**src/rtl/prio_presenter.sv**
```systemverilog
module prio_presenter #(
  parameter int PW = 8,
  parameter int MAX_PRIO = 7
) (
  input  logic          clk,
  input  logic          rst_n,
  input  logic          note_valid,
  input  logic [PW-1:0] note_prio,
  input  logic          cur_wr,
  input  logic [PW-1:0] cur_wdata,
  input  logic          ack,
  output logic [PW-1:0] ack_prio,
  output logic          irq,
  output logic [PW-1:0] pend_buf,
  output logic [PW-1:0] pend_prio,
  output logic [PW-1:0] cur_prio,
  output logic [PW-1:0] status
);
  localparam int NLVL = MAX_PRIO + 1;
  localparam logic [PW-1:0] NONE = '1;

  logic [NLVL-1:0] buf_q, buf_base, buf_n, note_bit, ack_bit;
  logic [PW-1:0]   cur_q, cur_n, prio_n;
  logic            eo_q, note_ok, wr_ok, hit;

  function automatic logic [PW-1:0] lead_zeros(input logic [NLVL-1:0] b);
    lead_zeros = NONE;
    for (int i = 0; i < NLVL; i++)
      if (b[i]) lead_zeros = PW'(NLVL - 1 - i);
  endfunction

  assign pend_prio = lead_zeros(buf_q);
  assign ack_prio  = pend_prio;

  assign note_ok = note_valid && note_prio != NONE;
  assign wr_ok   = cur_wr && !ack && cur_wdata <= PW'(MAX_PRIO);

  always_comb begin
    note_bit = '0;
    ack_bit  = '0;
    for (int i = 0; i < NLVL; i++) begin
      if (note_ok && note_prio == PW'(NLVL - 1 - i)) note_bit[i] = 1'b1;
      if (ack && pend_prio == PW'(NLVL - 1 - i)) ack_bit[i] = 1'b1;
    end
  end

  assign buf_base = buf_q & ~ack_bit;
  assign buf_n    = buf_base | note_bit;
  assign prio_n   = lead_zeros(buf_n);
  assign cur_n    = ack ? pend_prio : (wr_ok ? cur_wdata : cur_q);
  assign hit      = (note_ok || wr_ok) && prio_n < cur_n;

  always_ff @(posedge clk) begin
    if (!rst_n) begin
      buf_q <= '0;
      cur_q <= '0;
      eo_q  <= 1'b0;
    end else begin
      buf_q <= buf_n;
      cur_q <= cur_n;
      if (hit)      eo_q <= 1'b1;
      else if (ack) eo_q <= 1'b0;
    end
  end

  assign irq      = eo_q;
  assign pend_buf = PW'(buf_q);
  assign cur_prio = cur_q;
  assign status   = {eo_q, {(PW-1){1'b0}}};
endmodule

```
**config.mk**
```make
export PLATFORM = sky130hd
export DESIGN_NAME = prio_presenter
export DESIGN_NICKNAME = d
export VERILOG_FILES = /design/src/rtl/prio_presenter.sv
export SDC_FILE = /design/constraint.sdc
export NUM_CORES = 1
export LEC_CHECK = 0
export BUFFER_PORTS_ARGS = -buffer_cell sky130_fd_sc_hd__clkbuf_2
export CORE_MARGIN = 4
export CORE_UTILIZATION = 42
export CTS_CLUSTER_SIZE = 30
export DETAILED_ROUTE_END_ITERATION = 7
export PLACE_DENSITY = 0.73
export SLEW_MARGIN = 20
export SYNTH_ARGS = -nofsm -noshare
export SYNTH_HDL_FRONTEND = slang
export SYNTH_SLANG_ARGS = --single-unit
```
**constraint.sdc**
```tcl
create_clock -name clk -period 2.8 [get_ports clk]
set_input_delay 0.28 -clock clk [delete_from_list [all_inputs] [get_ports clk]]
set_output_delay 0.28 -clock clk [all_outputs]
set_load 0.1 [all_outputs]
```
==> run summary <==
Run status -> finished, violations left
Failing checks -> negative setup slack
Vias in the first global route -> 1,358
Worst setup path class -> register to register
CP startpoint kind -> register
Pwr/cell area -> 360 nW/um^2
Largest net degree at the start of global routing -> 19
Root Driver -> clkbuf_4
Ant. Diodes -> 0
Crit. End Element -> register
GRT overflow -> 0
Synthesis Warnings -> 0
Worst path required time -> 3040 ps
Layout Skew -> 11.9 ps
Pins Over Slew Limit -> 0
TritonCTS clock tree -> yes
Dominant synthesized flop cell -> dfxtp_1
# IOs -> 62
Worst-path clk slew -> 110 ps
Crit path capture -> irq$_SDFFE_PN0P_
Num rows -> 20
First DRT Iteration DRCs -> 47
Synth Register Bits -> 17
Initial antenna violation count -> 0
# hold bufs at CTS -> 0
Post-synthesis sequential area ratio -> 0.257
Crit path depth -> 13
Die Area -> 4110 um^2
Worst-Skew Late Latency -> 310 ps
Placer's final routability congestion estimate -> 0.883
Met1 WL -> 1570 um
Uppermost layer routed -> met4
Clock sinks -> 17
Worst-path fanout max -> 5
RSZ-0062 raised after global routing -> yes
FF-to-FF End -> irq$_SDFFE_PN0P_
Detail Route Antenna Nets -> 0
Vias -> 1,457
Final net count -> 261
Die height -> 64.1 um
Share of cells above drive strength 1 -> 0.435
Final setup fails -> 1
Buf+Inv Stages, Crit Path -> 2
Final min period -> 2930 ps
Final Hold Violating Endpoints -> 0
Core area -> 3030 um^2
H-tree depth -> 1
Worst path cell trace -> or3_4, buf_4, or2_4, maj3_2, or3_1, nor3_2, buf_4, ha_1, a21oi_2, o2111ai_1, a21oi_1, a31oi_1, a31oi_1
Leak -> 0.864 nW
WP data arrival -> 3170 ps
Synthesized instance count -> 167
EDFF count, synth -> 0
R2R cell count -> 13
Fill cells -> 309
WL met2 -> 1720 um
Inserted Clock Buffers -> 3
DR WL met3 -> 223 um
Crit path from -> pend_buf[5]$_SDFF_PN0_
Commonest non-fill, non-tap cell in the layout -> clkbuf_2
Critical-path top delay cell -> or3_4
Routed wire per std cell -> 13.0 um
HP Class -> primary input to register
Initial Util -> 0.437
Die width -> 64.1 um
Setup TNS -> -127 ps
GRT Resource Usage Total -> 0.182
Fmax -> 342 MHz
Cell family with most CP delay -> simple AND/OR/NAND/NOR gates
Post-CTS Setup Repair Bufs -> 0
Clock Path Buffers -> 2
Hold Startpoint -> cur_wdata[0]
HPWL after detailed placement -> 2980 um
Setup ws final -> -127 ps
Area delta synth->final -> 33.4%
Commonest non-fill, non-tap cells in the layout -> clkbuf_2 (54), buf_4 (23), nand2_1 (12), dfxtp_1 (12), a21oi_1 (10)
Vias/cell -> 5.28
Routed WL -> 3580 um
Synth unique cells -> 47
Total power -> 0.000636 W
Max cap viols -> 0
Delay of the slowest critical-path stage -> 390 ps
R2R Setup Slk -> -130 ps
Post-Syn Area -> 1320 um^2
PortBufs -> 54
DRC violations left -> 0
Maximum VDD drop -> 176 uV
Asr flop ratio synth -> 0
Initial DRT Pass Iterations -> 4
Period utilization -> 1.05
R2R Path Start -> pend_buf[5]$_SDFF_PN0_
Rel. slew slack -> 0.601
Worst-Margin Slew -> 595 ps
First-pass GRT wire length -> 6000 um
Avg Cell Area, Syn -> 7.92 um^2
stage by stage:
step           cell area, um^2   util  cells  setup slack [ps]  hold slack (ps)
2_1_floorplan             1380      -    173              -506              408
3_3_place_gp              1720  0.567    272              -223              517
3_5_place_dp              1720  0.567    272              -296              536
4_1_cts                   1760  0.581    276              -126              346
5_1_grt                   1760  0.583    276              -304              357
6_report                  1760  0.583    276              -127              350
metal layers:
layer  track usage  up-vias
met5             0        -
met4        0.0712        0
met3        0.0228        5
met2         0.311       55
met1         0.230      675
li1              -      722
worst register-to-register path: stages, from the launching register on:
cell	delay [ps]
dfxtp_2	330
or3_4	390
buf_4	150
or2_4	240
maj3_2	320
or3_1	320
nor3_2	100
buf_4	150
ha_1	250
a21oi_2	130
o2111ai_1	110
a21oi_1	140
a31oi_1	100
a31oi_1	150
synthesized netlist by cell type (5+ instances only):
cell,number,area share
buf_4,20,0.11
dfxtp_1,17,0.26
nand2_1,12,0.034
a21oi_1,11,0.042
o21ai_0,9,0.034
and2_1,8,0.038
nor2b_1,8,0.038
ha_1,7,0.066
nor3_1,7,0.026
nor2_1,6,0.017
inv_1,5,0.014
nand3_1,5,0.019
logic make-up (layout without fill, tap and decap cells):
kind of cell    after synthesis  after routing  synth area share
other cells                   1              7           0.00284
buf+inv                      28             87             0.137
flops                        17             17             0.257
mux                           1              1           0.00757
simple gates                 71             71             0.312
fa+ha+maj                     8              8            0.0747
compound gates               41             41             0.208
report_power, final:
| group | internal [W] | leakage [nW] | switching (W) | total, W |
|---|---|---|---|---|
| clock network | 0.0000534 | 0.0177 | 0.0000861 | 0.000139 |
| logic | 0.0000534 | 0.704 | 0.000186 | 0.000240 |
| registers | 0.000251 | 0.142 | 0.00000545 | 0.000256 |
state kept, by name (all words and copies together) (netlist names):
signal and flops:
cur_prio 8, irq 1, pend_buf 8
layout make-up:
cell class / count / area (um^2) / area share
Clock inverter: 1 / 5.00 / 0.00284
Sequential cell: 17 / 347 / 0.196
Clock buffer: 3 / 22.5 / 0.0128
Inverter: 6 / 22.5 / 0.0128
Tap cell: 44 / 55.1 / 0.0312
Timing Repair Buffer: 77 / 443 / 0.251
Multi-Input combinational cell: 128 / 870 / 0.493
timing repair:
action | in CTS | in global routing
gates resized for setup | 4 | 1
pin swaps | 2 | 0
setup endpoints to repair | 1 | 1
worst min-delay path by stage:
stage	depth (start not counted)	end	slack, ps
2_1_floorplan	1	pend_buf[2]$_SDFF_PN0_	410
3_3_place_gp	2	cur_prio[5]$_SDFF_PN0_	520
3_5_place_dp	2	cur_prio[4]$_SDFF_PN0_	540
4_1_cts	4	cur_prio[0]$_SDFF_PN0_	350
5_1_grt	4	cur_prio[0]$_SDFF_PN0_	360
6_report	4	cur_prio[0]$_SDFF_PN0_	350
No activity file was read; power rests on OpenSTA's default activity.
